File: config.mk
export PLATFORM = sky130hd
export DESIGN_NAME = invq_top
export DESIGN_NICKNAME = d
export VERILOG_FILES = /design/src/rtl/invq_pkg.sv /design/src/rtl/invq_store.sv /design/src/rtl/invq_drain.sv /design/src/rtl/invq_ack.sv /design/src/rtl/invq_top.sv
export SDC_FILE = /design/constraint.sdc
export NUM_CORES = 1
export LEC_CHECK = 0
export ABC_AREA = 1
export BUFFER_PORTS_ARGS = -buffer_cell sky130_fd_sc_hd__buf_2
export CAP_MARGIN = 20
export CORE_MARGIN = 4
export CORE_UTILIZATION = 57
export DETAILED_ROUTE_END_ITERATION = 10
export PLACE_DENSITY = 0.81
export SYNTH_ARGS = -nofsm -noshare
export SYNTH_HDL_FRONTEND = slang
export SYNTH_HIERARCHICAL = 1
export SYNTH_SLANG_ARGS = --single-unit
File: constraint.sdc
create_clock -name clk -period 2.5 [get_ports clk]
set_input_delay 0.125 -clock clk [delete_from_list [all_inputs] [get_ports clk]]
set_output_delay 0.125 -clock clk [all_outputs]
set_load 0.005 [all_outputs]
File: src/rtl/invq_pkg.sv
package invq_pkg;
  localparam int unsigned INVQ_ADDR_W = 34;
  localparam int unsigned INVQ_DEPTH  = 4;
endpackage

File: src/rtl/invq_store.sv
module invq_store #(
  parameter int unsigned ADDR_W = 34,
  parameter int unsigned DEPTH  = 4,
  localparam int unsigned PTR_W = (DEPTH > 1) ? $clog2(DEPTH) : 1,
  localparam int unsigned CNT_W = $clog2(DEPTH + 1)
) (
  input  logic              clk,
  input  logic              rst_n,
  input  logic              push,
  input  logic [ADDR_W-1:0] push_addr,
  input  logic              pop,
  output logic [ADDR_W-1:0] head_addr,
  output logic [CNT_W-1:0]  count,
  output logic [CNT_W-1:0]  count_next
);
  logic [ADDR_W-1:0] slot [DEPTH];
  logic [PTR_W-1:0]  wr_ptr, rd_ptr;

  function automatic logic [PTR_W-1:0] bump(input logic [PTR_W-1:0] p);
    return (p == PTR_W'(DEPTH - 1)) ? '0 : p + PTR_W'(1);
  endfunction

  assign count_next = count + CNT_W'(push) - CNT_W'(pop);
  assign head_addr  = slot[rd_ptr];

  for (genvar gi = 0; gi < DEPTH; gi++) begin : g_slot
    always_ff @(posedge clk) begin
      if (push && wr_ptr == PTR_W'(gi)) slot[gi] <= push_addr;
    end
  end

  always_ff @(posedge clk) begin
    if (!rst_n) begin
      wr_ptr <= '0;
      rd_ptr <= '0;
      count  <= '0;
    end else begin
      if (push) wr_ptr <= bump(wr_ptr);
      if (pop)  rd_ptr <= bump(rd_ptr);
      count <= count_next;
    end
  end

  p_no_overflow_r5: assert property (@(posedge clk) disable iff (!rst_n)
    (count == CNT_W'(DEPTH) && !pop) |=> (count == CNT_W'(DEPTH)));

  p_no_underflow_r2: assert property (@(posedge clk) disable iff (!rst_n)
    (count == '0) |=> (count <= CNT_W'(1)));
endmodule

File: src/rtl/invq_drain.sv
module invq_drain #(
  parameter int unsigned CNT_W = 3
) (
  input  logic             clk,
  input  logic             rst_n,
  input  logic             barrier,
  input  logic             pop,
  input  logic [CNT_W-1:0] held_next,
  output logic             stall
);
  logic [CNT_W-1:0] left;

  always_ff @(posedge clk) begin
    if (!rst_n) begin
      left <= '0;
    end else if (barrier) begin
      left <= held_next;
    end else if (pop && left != '0) begin
      left <= left - CNT_W'(1);
    end
  end

  assign stall = (left != '0);

  p_drain_hold_r7: assert property (@(posedge clk) disable iff (!rst_n)
    (!barrier && !pop) |=> $stable(left));

  p_drain_step_r7: assert property (@(posedge clk) disable iff (!rst_n)
    (!barrier && pop && left != '0) |=> (left == $past(left) - CNT_W'(1)));
endmodule

File: src/rtl/invq_ack.sv
module invq_ack (
  input  logic clk,
  input  logic rst_n,
  input  logic taken,
  output logic ack
);
  always_ff @(posedge clk) begin
    if (!rst_n) ack <= 1'b0;
    else        ack <= taken;
  end
endmodule

File: src/rtl/invq_top.sv
module invq_top
  import invq_pkg::*;
#(
  parameter int unsigned ADDR_W = INVQ_ADDR_W,
  parameter int unsigned DEPTH  = INVQ_DEPTH,
  localparam int unsigned CNT_W = $clog2(DEPTH + 1)
) (
  input  logic              clk,
  input  logic              rst_n,
  input  logic              inv_valid,
  output logic              inv_ready,
  input  logic [ADDR_W-1:0] inv_addr,
  output logic              inv_ack,
  output logic              app_valid,
  input  logic              app_ready,
  output logic [ADDR_W-1:0] app_addr,
  input  logic              ld_barrier,
  output logic              ld_stall
);
  logic [CNT_W-1:0] held, held_next;
  logic             push, pop;

  assign inv_ready = (held != CNT_W'(DEPTH));
  assign app_valid = (held != '0);
  assign push      = inv_valid & inv_ready;
  assign pop       = app_valid & app_ready;

  invq_store #(.ADDR_W(ADDR_W), .DEPTH(DEPTH)) i_store (
    .clk(clk), .rst_n(rst_n), .push(push), .push_addr(inv_addr),
    .pop(pop), .head_addr(app_addr), .count(held), .count_next(held_next)
  );

  invq_drain #(.CNT_W(CNT_W)) i_drain (
    .clk(clk), .rst_n(rst_n), .barrier(ld_barrier), .pop(pop),
    .held_next(held_next), .stall(ld_stall)
  );

  invq_ack i_ack (.clk(clk), .rst_n(rst_n), .taken(push), .ack(inv_ack));

  p_ack_after_accept_r1: assert property (@(posedge clk) disable iff (!rst_n)
    (inv_valid && inv_ready) |=> inv_ack);

  p_no_ack_refused_r5: assert property (@(posedge clk) disable iff (!rst_n)
    !(inv_valid && inv_ready) |=> !inv_ack);

  p_apply_stable_r4: assert property (@(posedge clk) disable iff (!rst_n)
    (app_valid && !app_ready) |=> (app_valid && $stable(app_addr)));

  p_stall_needs_entries_r7: assert property (@(posedge clk) disable iff (!rst_n)
    ld_stall |-> app_valid);

  p_no_stall_without_barrier_r3: assert property (@(posedge clk) disable iff (!rst_n)
    (!ld_stall && !ld_barrier) |=> !ld_stall);

  p_barrier_sees_arrival_r6: assert property (@(posedge clk) disable iff (!rst_n)
    (ld_barrier && inv_valid && inv_ready) |=> ld_stall);
endmodule

Yosys cells after proc, flatten, opt, wreduce, memory -nomap -nowiden
Memories as Yosys holds them, arrays and structs flattened. A register that Yosys moved wholly into a read port is not among the register bits.
Cells that the tools add are included.

word-level totals
  memories kept = 1
  register bits = 11
  logic and storage cells = 53
  output and inout port bits = 38
  bits of input ports = 39
  RAM bits = 136

operators by class
  eq/ne operators = 5
  multiplexer cells = 23
  reductions and logical operators = 12
  add/subtract/negate cells = 5
  bitwise logic cells = 2

memory list
  memory        depth  width  read ports  clocked after memory_dff  write ports  RTL line          RTL
  i_store.slot  4      34     1           1                         1            invq_store.sv:16  logic [ADDR_W-1:0] slot [DEPTH];

operator list
  kind                                                 count
  two-way mux 34 bit                                   3
  OR reduction 34 bit                                  3
  two-way mux 2 bit                                    7
  two-way mux 1 bit                                    11
  equality test 2 bit, second input constant           3
  two-way mux 3 bit                                    2
  nonzero test 3 bit                                   2
  logical AND 1 bit                                    5
  adder 2 x 1 -> 2 bit, second input constant          2
  adder 3 x 1 -> 3 bit                                 1
  inequality test 3 bit, second input constant         1
  subtractor 3 x 1 -> 3 bit                            1
  subtractor 3 x 1 -> 3 bit, second input constant     1
  bitwise AND 1 bit                                    2
  equality test 2 x 1 -> 1 bit, second input constant  1
  zero test 2 bit                                      1
  nonzero test 2 bit                                   1

Depth between registers and ports, before layout
Gate-level depths: netlist of the first run.

  depth after elaboration = 9
  gate-level depth with buffers = 13
  depth with buffers taken out = 13

By module
Netlist of the first run, hierarchy kept.

modules (own cells, without submodules)
  module      seq. area each (µm²)  area an instance (µm²)  instances  cells each
  invq_store  4,264.1               5,619.1                 1          423
  invq_drain  60.1                  220.2                   1          32
  invq_top    0.0                   38.8                    1          8
  invq_ack    20.0                  27.5                    1          3

Worst setup path before layout of the first run
No wires, ideal clock.

  path type = register to register
  start = reg i_store.count[1]
  end = reg i_drain.left[2]
  library setup time = 0.070 ns
  arrival = 1.873 ns
  cell stages (with the launch flop) = 14
  data required time = 2.430 ns
  setup slack = 0.557 ns
  period minus slack after synthesis = 1.943 ns
  buffers on the path = 0
  cells stage by stage = dfxtp_1 > nor2_2 > a21oi_2 > ha_1 > inv_1 > ha_1 > fa_1 > inv_1 > nand3_1 > nand2_1 > nand2_1 > nand2_1 > nand2_1 > a21oi_1

on the way
  elaborated cells on any way between the ends = 9
  those cells by class = 2 x add/sub; 1 x eq/ne; 1 x mux; 2 x bitwise; 3 x reduce/logical

RTL lines
  item                       RTL line          RTL
  start, declared            invq_store.sv:13  output logic [CNT_W-1:0] count,
  start signal, assigned     invq_store.sv:40  count <= count_next;
  nonzero test 3 bit         invq_top.sv:24    assign app_valid = (held != '0);
  bitwise AND 1 bit          invq_top.sv:26    assign pop = app_valid & app_ready;
  named net pop              invq_top.sv:21    logic push, pop;
  subtractor 3 x 1 -> 3 bit  invq_store.sv:23  assign count_next = count + CNT_W'(push) - CNT_W'(pop);
  named net held_next[2]     invq_top.sv:20    logic [CNT_W-1:0] held, held_next;
  two-way mux 3 bit          invq_drain.sv:16  end else if (barrier) begin
  end signal, assigned       invq_drain.sv:17  left <= held_next;
  end signal, assigned       invq_drain.sv:19  left <= left - CNT_W'(1);
  end, declared              invq_drain.sv:11  logic [CNT_W-1:0] left;

The timed path passes the listed nets, and every way through them passes these cells.
A chain may end at the register's enable or synchronous reset.

==> results of run 1 <==
-- layer usage --
metal  up-vias  global-route usage  routed length (µm)
met3        12              0.0534                 648
li1       1871                   -                   -
met1      1819               0.249                4670
met5         -                   0                   0
met4         0              0.0801                 120
met2       104               0.364                6250
-- layout by cell type, fill, tap and decap left out, types with 3 or more instances in the layout --
master,count
buf_12,4
clkbuf_16,16
buf_2,76
buf_4,6
nand3_1,5
dfxtp_1,12
inv_2,3
clkinv_2,3
edfxtp_1,136
nand2_4,3
o21ai_1,58
a21oi_1,8
bufinv_16,3
ha_1,9
nor2_1,105
dlygate4sd3_1,37
inv_1,21
nand2_1,25
o21ai_0,47
clkinv_1,8
clkbuf_1,3
-- path summary, 6_finish.rpt --
| check | startpoint | endpoint | slack [ps] | cells past startpoint |
|---|---|---|---|---|
| setup / recovery | register | app_addr[0] | 230 | 4 |
| hold / removal | inv_valid | i_ack/ack | 90 | 6 |
| setup reg to reg | i_store/count[1] | i_drain/left[2] | 320 | 13 |
| hold reg to reg | i_drain/left[1] | i_drain/left[1] | 480 | 2 |
-- stage by stage --
stage | setup slack [ps] | std cells | cell area [µm²]
final | 234 | 731 | 7330
after global routing | 37.6 | 731 | 7330
after CTS | 250 | 731 | 7330
after detailed placement | 339 | 662 | 6400
after global placement | 485 | 662 | 6400
after floorplan | 557 | 466 | 5910
-- critical path, cell delays in order, from the launching register on --
cell and delay (ps):
dfxtp_2 430, inv_4 500, o21ai_0 170, o21ai_0 300
buf_2 180
-- layout make-up --
type                       instances  area (µm²)  area share
clock inverter                    12         136      0.0186
multi-input combinational        265        1270       0.174
sequential                       149        4350       0.592
timing repair buffer             123         876       0.119
clock buffer                      20         425      0.0580
tap                              133         166      0.0227
inverter                          29         111      0.0152
-- cell usage after synthesis (all sizes together) --
cell type	n
nand3	5
nor2	106
edfxtp	136
nor3	1
o21ai	105
fa	1
nand2	28
buf	19
xnor2	1
clkbuf	4
ha	9
a21oi	9
dfxtp	13
inv	29
-- power by group --
group          leakage [nW]  switching (W)  internal (W)  total, W
logic                  1.16        0.00121      0.000783   0.00200
registers              1.35       0.000128       0.00307   0.00319
clock network         0.273       0.000896       0.00150   0.00240
total                  2.78        0.00224       0.00535   0.00759
-- registers in the layout, summed over array words and instances, names as in the netlist, named ones only --
name            flops
i_store/slot      136
i_drain/left        3
i_store/count       3
i_store/rd_ptr      2
i_store/wr_ptr      2
i_ack/ack           1
-- logic make-up after synthesis --
kind of cell    count (synthesis)
simple gates                  140
fa+ha+maj                      10
buf+inv                        52
xor+xnor                        1
compound gates                114
flops                         149
==> results_dict.tcl, run 1 <==
set metrics [dict create \
    arrival_ps 2140 \
    cts_resized 0 \
    synth_xor_area_frac 0.00148 \
    drive_gt1_frac 0.202 \
    grt_usage 0.209 \
    grt_max_degree 68 \
    crit_path_max_fanout 67 \
    initialDrtViolationCount 250 \
    io_pins 77 \
    rows 36 \
    hpwlAfterDp_um 6710 \
    drv_slew 0 \
    synthSimpleGateAreaFrac 0.0945 \
    finalHoldViolCount 0 \
    syn_nets 515 \
    avgRoutedWirePerCell_um 16.0 \
    max_freq_mhz 441 \
    power_leakage_nw 2.78 \
    vias 3806 \
    powerDensity_nw_per_um2 1030 \
    synthMuxAreaShare 0 \
    irDropWorstVdd_v 0.000633 \
    fill_cells 622 \
    viasPerCell 5.21 \
    antenna_found_initial 0 \
    syn_area_um2 5910 \
    clk_pin_slew_ps 60 \
    tritoncts "built" \
    grt_pass1_vias 3926 \
    postLayoutCoreUtil 0.740 \
    dieWidth_um 110 \
    yosys-top-cells-area "edfxtp_1, nor2_1, o21ai_1, dfxtp_1, o21ai_0" \
    status "finished clean" \
    synth_top_family_by_area "compound AO/OA/AOI/OAI gates" \
    startpoint_type "register" \
    post-route-period-util 0.907 \
    drtPass1Iterations 4 \
    nNetsFinal 634 \
    avgSynthCellArea_um2 12.7 \
    grt_pass1_wl_um 18800 \
    insertion_delay_ps 520 \
    syn_inst 466 \
    maxCapViolCount 0 \
    synthDominantCellAreaShare 0.692 \
    synth.distinct_cells 23 \
    setup_violations 0 \
    portBuffers 76 \
    critPathKind "reg -> out" \
    diodes 0 \
    postCtsSetupBuffers 0 \
    dieArea_um2 12100 \
    cts-root-buf "clkbuf_8" \
    yosysSeqAreaShare 0.736 \
    synth_compound_area_frac 0.0972 \
    core_area_um2 9910 \
    yosysTopAreaCell "edfxtp_1" \
    cp-end-kind "output pin" \
    ant_nets 0 \
    htree_levels 4 \
    whs_ps 94.4 \
    wl_um 11700 \
    synth_seq_cells 149 \
    clk_path_buf_depth 2 \
    grt_overflow 0 \
    slew_headroom 0.569 \
    crit_required_ps 2380 \
    hp-class "in -> reg" \
    post_synth_fa_ha_maj_area_fraction 0.0225 \
    place_congestion 0.833 \
    finalSetupTns_ps 0 \
    holdBufCountCts 37 \
    die_y_um 110 \
    syn_to_final_growth_pct 24.2 \
    start_util 0.596 \
    drc 0 \
    fin_skew_ps 12.7 \
    synth_warnings 6 \
    cts_buffers 17 \
    rsz0062_at_grt "false" \
    total_power_w 0.00759 \
    fin_crit_ps 2270 \
    worst_pin_slew_ps 647 \
    cts.sinks 149 \
]
(Power assumes the default switching activity.)
==> run 2, diff against run 1 <==
--- a/config.mk
+++ b/config.mk
@@ -9,10 +9,9 @@
 export BUFFER_PORTS_ARGS = -buffer_cell sky130_fd_sc_hd__buf_2
 export CAP_MARGIN = 20
 export CORE_MARGIN = 4
-export CORE_UTILIZATION = 57
+export CORE_UTILIZATION = 32
 export DETAILED_ROUTE_END_ITERATION = 10
-export PLACE_DENSITY = 0.81
+export PLACE_DENSITY = 0.51
 export SYNTH_ARGS = -nofsm -noshare
 export SYNTH_HDL_FRONTEND = slang
-export SYNTH_HIERARCHICAL = 1
 export SYNTH_SLANG_ARGS = --single-unit
==> constraint.sdc (replaced) <==
create_clock -name clk -period 2.1 [get_ports clk]
set_input_delay 0.105 -clock clk [delete_from_list [all_inputs] [get_ports clk]]
set_output_delay 0.105 -clock clk [all_outputs]
set_load 0.005 [all_outputs]
==> results_dict.tcl, run 2 <==
set metrics [dict create \
    dp_cells 717 \
    setup_violations 0 \
    synthDominantCellAreaShare 0.705 \
    drtPass1Iterations 4 \
    cp-end-kind "register" \
    cp-startpoint "i_store.count[1]" \
    fin_skew_ps 6.22 \
    synth_warnings 0 \
    rows 48 \
    reg_top3 "i_store.slot: 136 flops, i_drain.left: 3 flops, i_store.count: 3 flops" \
    gr-usage-met3 0.0410 \
    dieWidth_um 143 \
    largest_reg_flops 136 \
    fin_crit_ps 1960 \
    critPathKind "reg -> reg" \
    wl_um 12300 \
    startpoint_type "register" \
    use_met1 0.159 \
    start_util 0.330 \
    whs_ps 51.9 \
    io_pins 77 \
    postCtsSetupBuffers 0 \
    crit_required_ps 2450 \
    core_area_um2 17500 \
    drv_slew 0 \
    synth_top_flop_cell "edfxtp_1" \
    top_register "i_store.slot" \
    finalSetupTns_ps 0 \
    ant_nets 0 \
    fill_cells 1628 \
    status "finished clean" \
    antenna_found_initial 0 \
    nNetsFinal 594 \
    irDropWorstVdd_v 0.000571 \
    crit_path_max_fanout 4 \
    grt_max_degree 69 \
    worstRegToRegCells 12 \
    post-route-period-util 0.934 \
    syn_to_final_growth_pct 28.0 \
    syn_area_um2 5800 \
    synth_seq_cells 149 \
    busiest_layer "met2" \
    avgSynthCellArea_um2 13.6 \
    reg2reg_from "i_store.count[1]" \
    final_common_cell "edfxtp_1" \
    die_y_um 143 \
    power_leakage_nw 2.70 \
    maxCapViolCount 0 \
    grt_overflow 0 \
    async_flop_share 0 \
    finalHoldViolCount 0 \
    met2_usage 0.205 \
    dieArea_um2 20300 \
    tritoncts "built" \
    powerDensity_nw_per_um2 1210 \
    cts.sinks 149 \
    syn_nets 473 \
    clk_pin_slew_ps 60 \
    r2r_slack_ps 140 \
    cts_buffers 17 \
    portBuffers 76 \
    clk_path_buf_depth 2 \
    final_cell_mix "edfxtp_1, buf_2, nor2_1" \
    grt_pass1_vias 3625 \
    arrival_ps 2310 \
    diodes 0 \
    drive_gt1_frac 0.261 \
    htree_levels 4 \
    grt_usage 0.127 \
    synth.distinct_cells 26 \
    yosysSeqAreaShare 0.750 \
    worst_pin_slew_ps 534 \
    drc 0 \
    hp-class "in -> reg" \
    yosysTopAreaCell "edfxtp_1" \
    initialDrtViolationCount 171 \
    grt_pass1_wl_um 19400 \
    hpwlAfterDp_um 7630 \
    hold_depth 3 \
    max_freq_mhz 510 \
    timing.rr.end "i_drain.left[1]" \
    min_from "ld_barrier" \
    yosys-top-cells-count "edfxtp_1, nor2_1, o21ai_0, o22ai_1, nand2_1" \
    place_congestion 0.791 \
    slew_headroom 0.644 \
    yosys-top-cells-area "edfxtp_1, o21ai_0, nor2_1, dfxtp_1, o22ai_1" \
    cts-root-buf "clkbuf_16" \
    yosysMostFrequentCell "edfxtp_1" \
    synth_edf_count 136 \
    syn_inst 425 \
    viasPerCell 4.63 \
    holdPathEnd "i_drain.left[0]" \
    fin_cells 784 \
    insertion_delay_ps 410 \
    avgRoutedWirePerCell_um 15.7 \
    rsz0062_at_grt "false" \
    vias 3631 \
]
==> run 2: cell types whose count changed after synthesis, moves of 4 or more <==
cell | before | now
nand2_1 | 25 | 18
buf_2 | 8 | 12
o22ai_1 | 0 | 32
o21ai_1 | 58 | 7
nor2_2 | 1 | 11
buf_6 | 10 | 3
inv_1 | 26 | 16
o21ai_0 | 47 | 66
nor2_1 | 105 | 74
==> run 2: worst max-delay path, cell delays in order, from the launching register on <==
cell	delay [ps]
dfxtp_2	340
nor2_2	150
nand2_2	110
nand2_4	80
inv_1	70
nand2_2	80
nand2_1	60
ha_1	200
fa_1	500
nand2_1	50
o21ai_0	60
nand2_1	70
a21oi_1	110
==> run 2: per-stage QoR <==
step                      setup slack, ps  cell area, µm²  power (W)  utilization
after floorplan                      -387            5800    0.00515            -
after global placement                140            6470    0.00601        0.369
after detailed placement              129            6470    0.00605        0.369
after CTS                             111            7410    0.00910        0.422
after global routing                 1.91            7420    0.00953        0.423
final                                 140            7420    0.00896        0.423
==> run 2: worst max path at each step <==
| stage | depth (start not counted) | end | slack [ps] |
|---|---|---|---|
| 3_3_place_gp | 13 | i_drain.left[2] | 140 |
| 4_1_cts | 12 | i_drain.left[1] | 110 |
| 5_1_grt | 13 | i_drain.left[2] | 2 |
| 2_1_floorplan | 4 | i_store.slot[0][0] | -390 |
| 3_5_place_dp | 12 | i_drain.left[1] | 130 |
| 6_report | 12 | i_drain.left[1] | 140 |
==> run 2: cell families after synthesis <==
group	share of synthesized area
adder cells (fa/ha/maj)	0.0207
AO/OA/AOI/OAI	0.108
flip-flops	0.750
AND/OR/NAND/NOR	0.0799
XOR/XNOR	0.00151
buffers and inverters	0.0404
==> run 2: cell type report <==
type | count | area, µm² | area share
Clock buffer | 18 | 429 | 0.0579
Clock inverter | 14 | 160 | 0.0216
Inverter | 19 | 76.3 | 0.0103
Multi-Input combinational cell | 235 | 1260 | 0.170
Sequential cell | 149 | 4350 | 0.586
Tap cell | 225 | 282 | 0.0380
Timing Repair Buffer | 124 | 866 | 0.117
==> run 2: report_power, final <==
group | switching, W | internal (W) | total, W
combinational | 0.00142 | 0.000857 | 0.00228
sequential | 0.000102 | 0.00361 | 0.00371
clock | 0.00112 | 0.00185 | 0.00297
==> run 2: what timing repair did <==
action / CTS / global route
hold endpoints to repair: 140 / 0
resized for setup: 0 / 4
setup endpoints to repair: 0 / 3
hold buffers: 35 / 0
==> run 2: routing by layer <==
metal,vias up,wire length (µm)
li1,1791,-
met1,1727,5370
met2,95,6000
met3,18,719
met4,0,210
met5,-,0
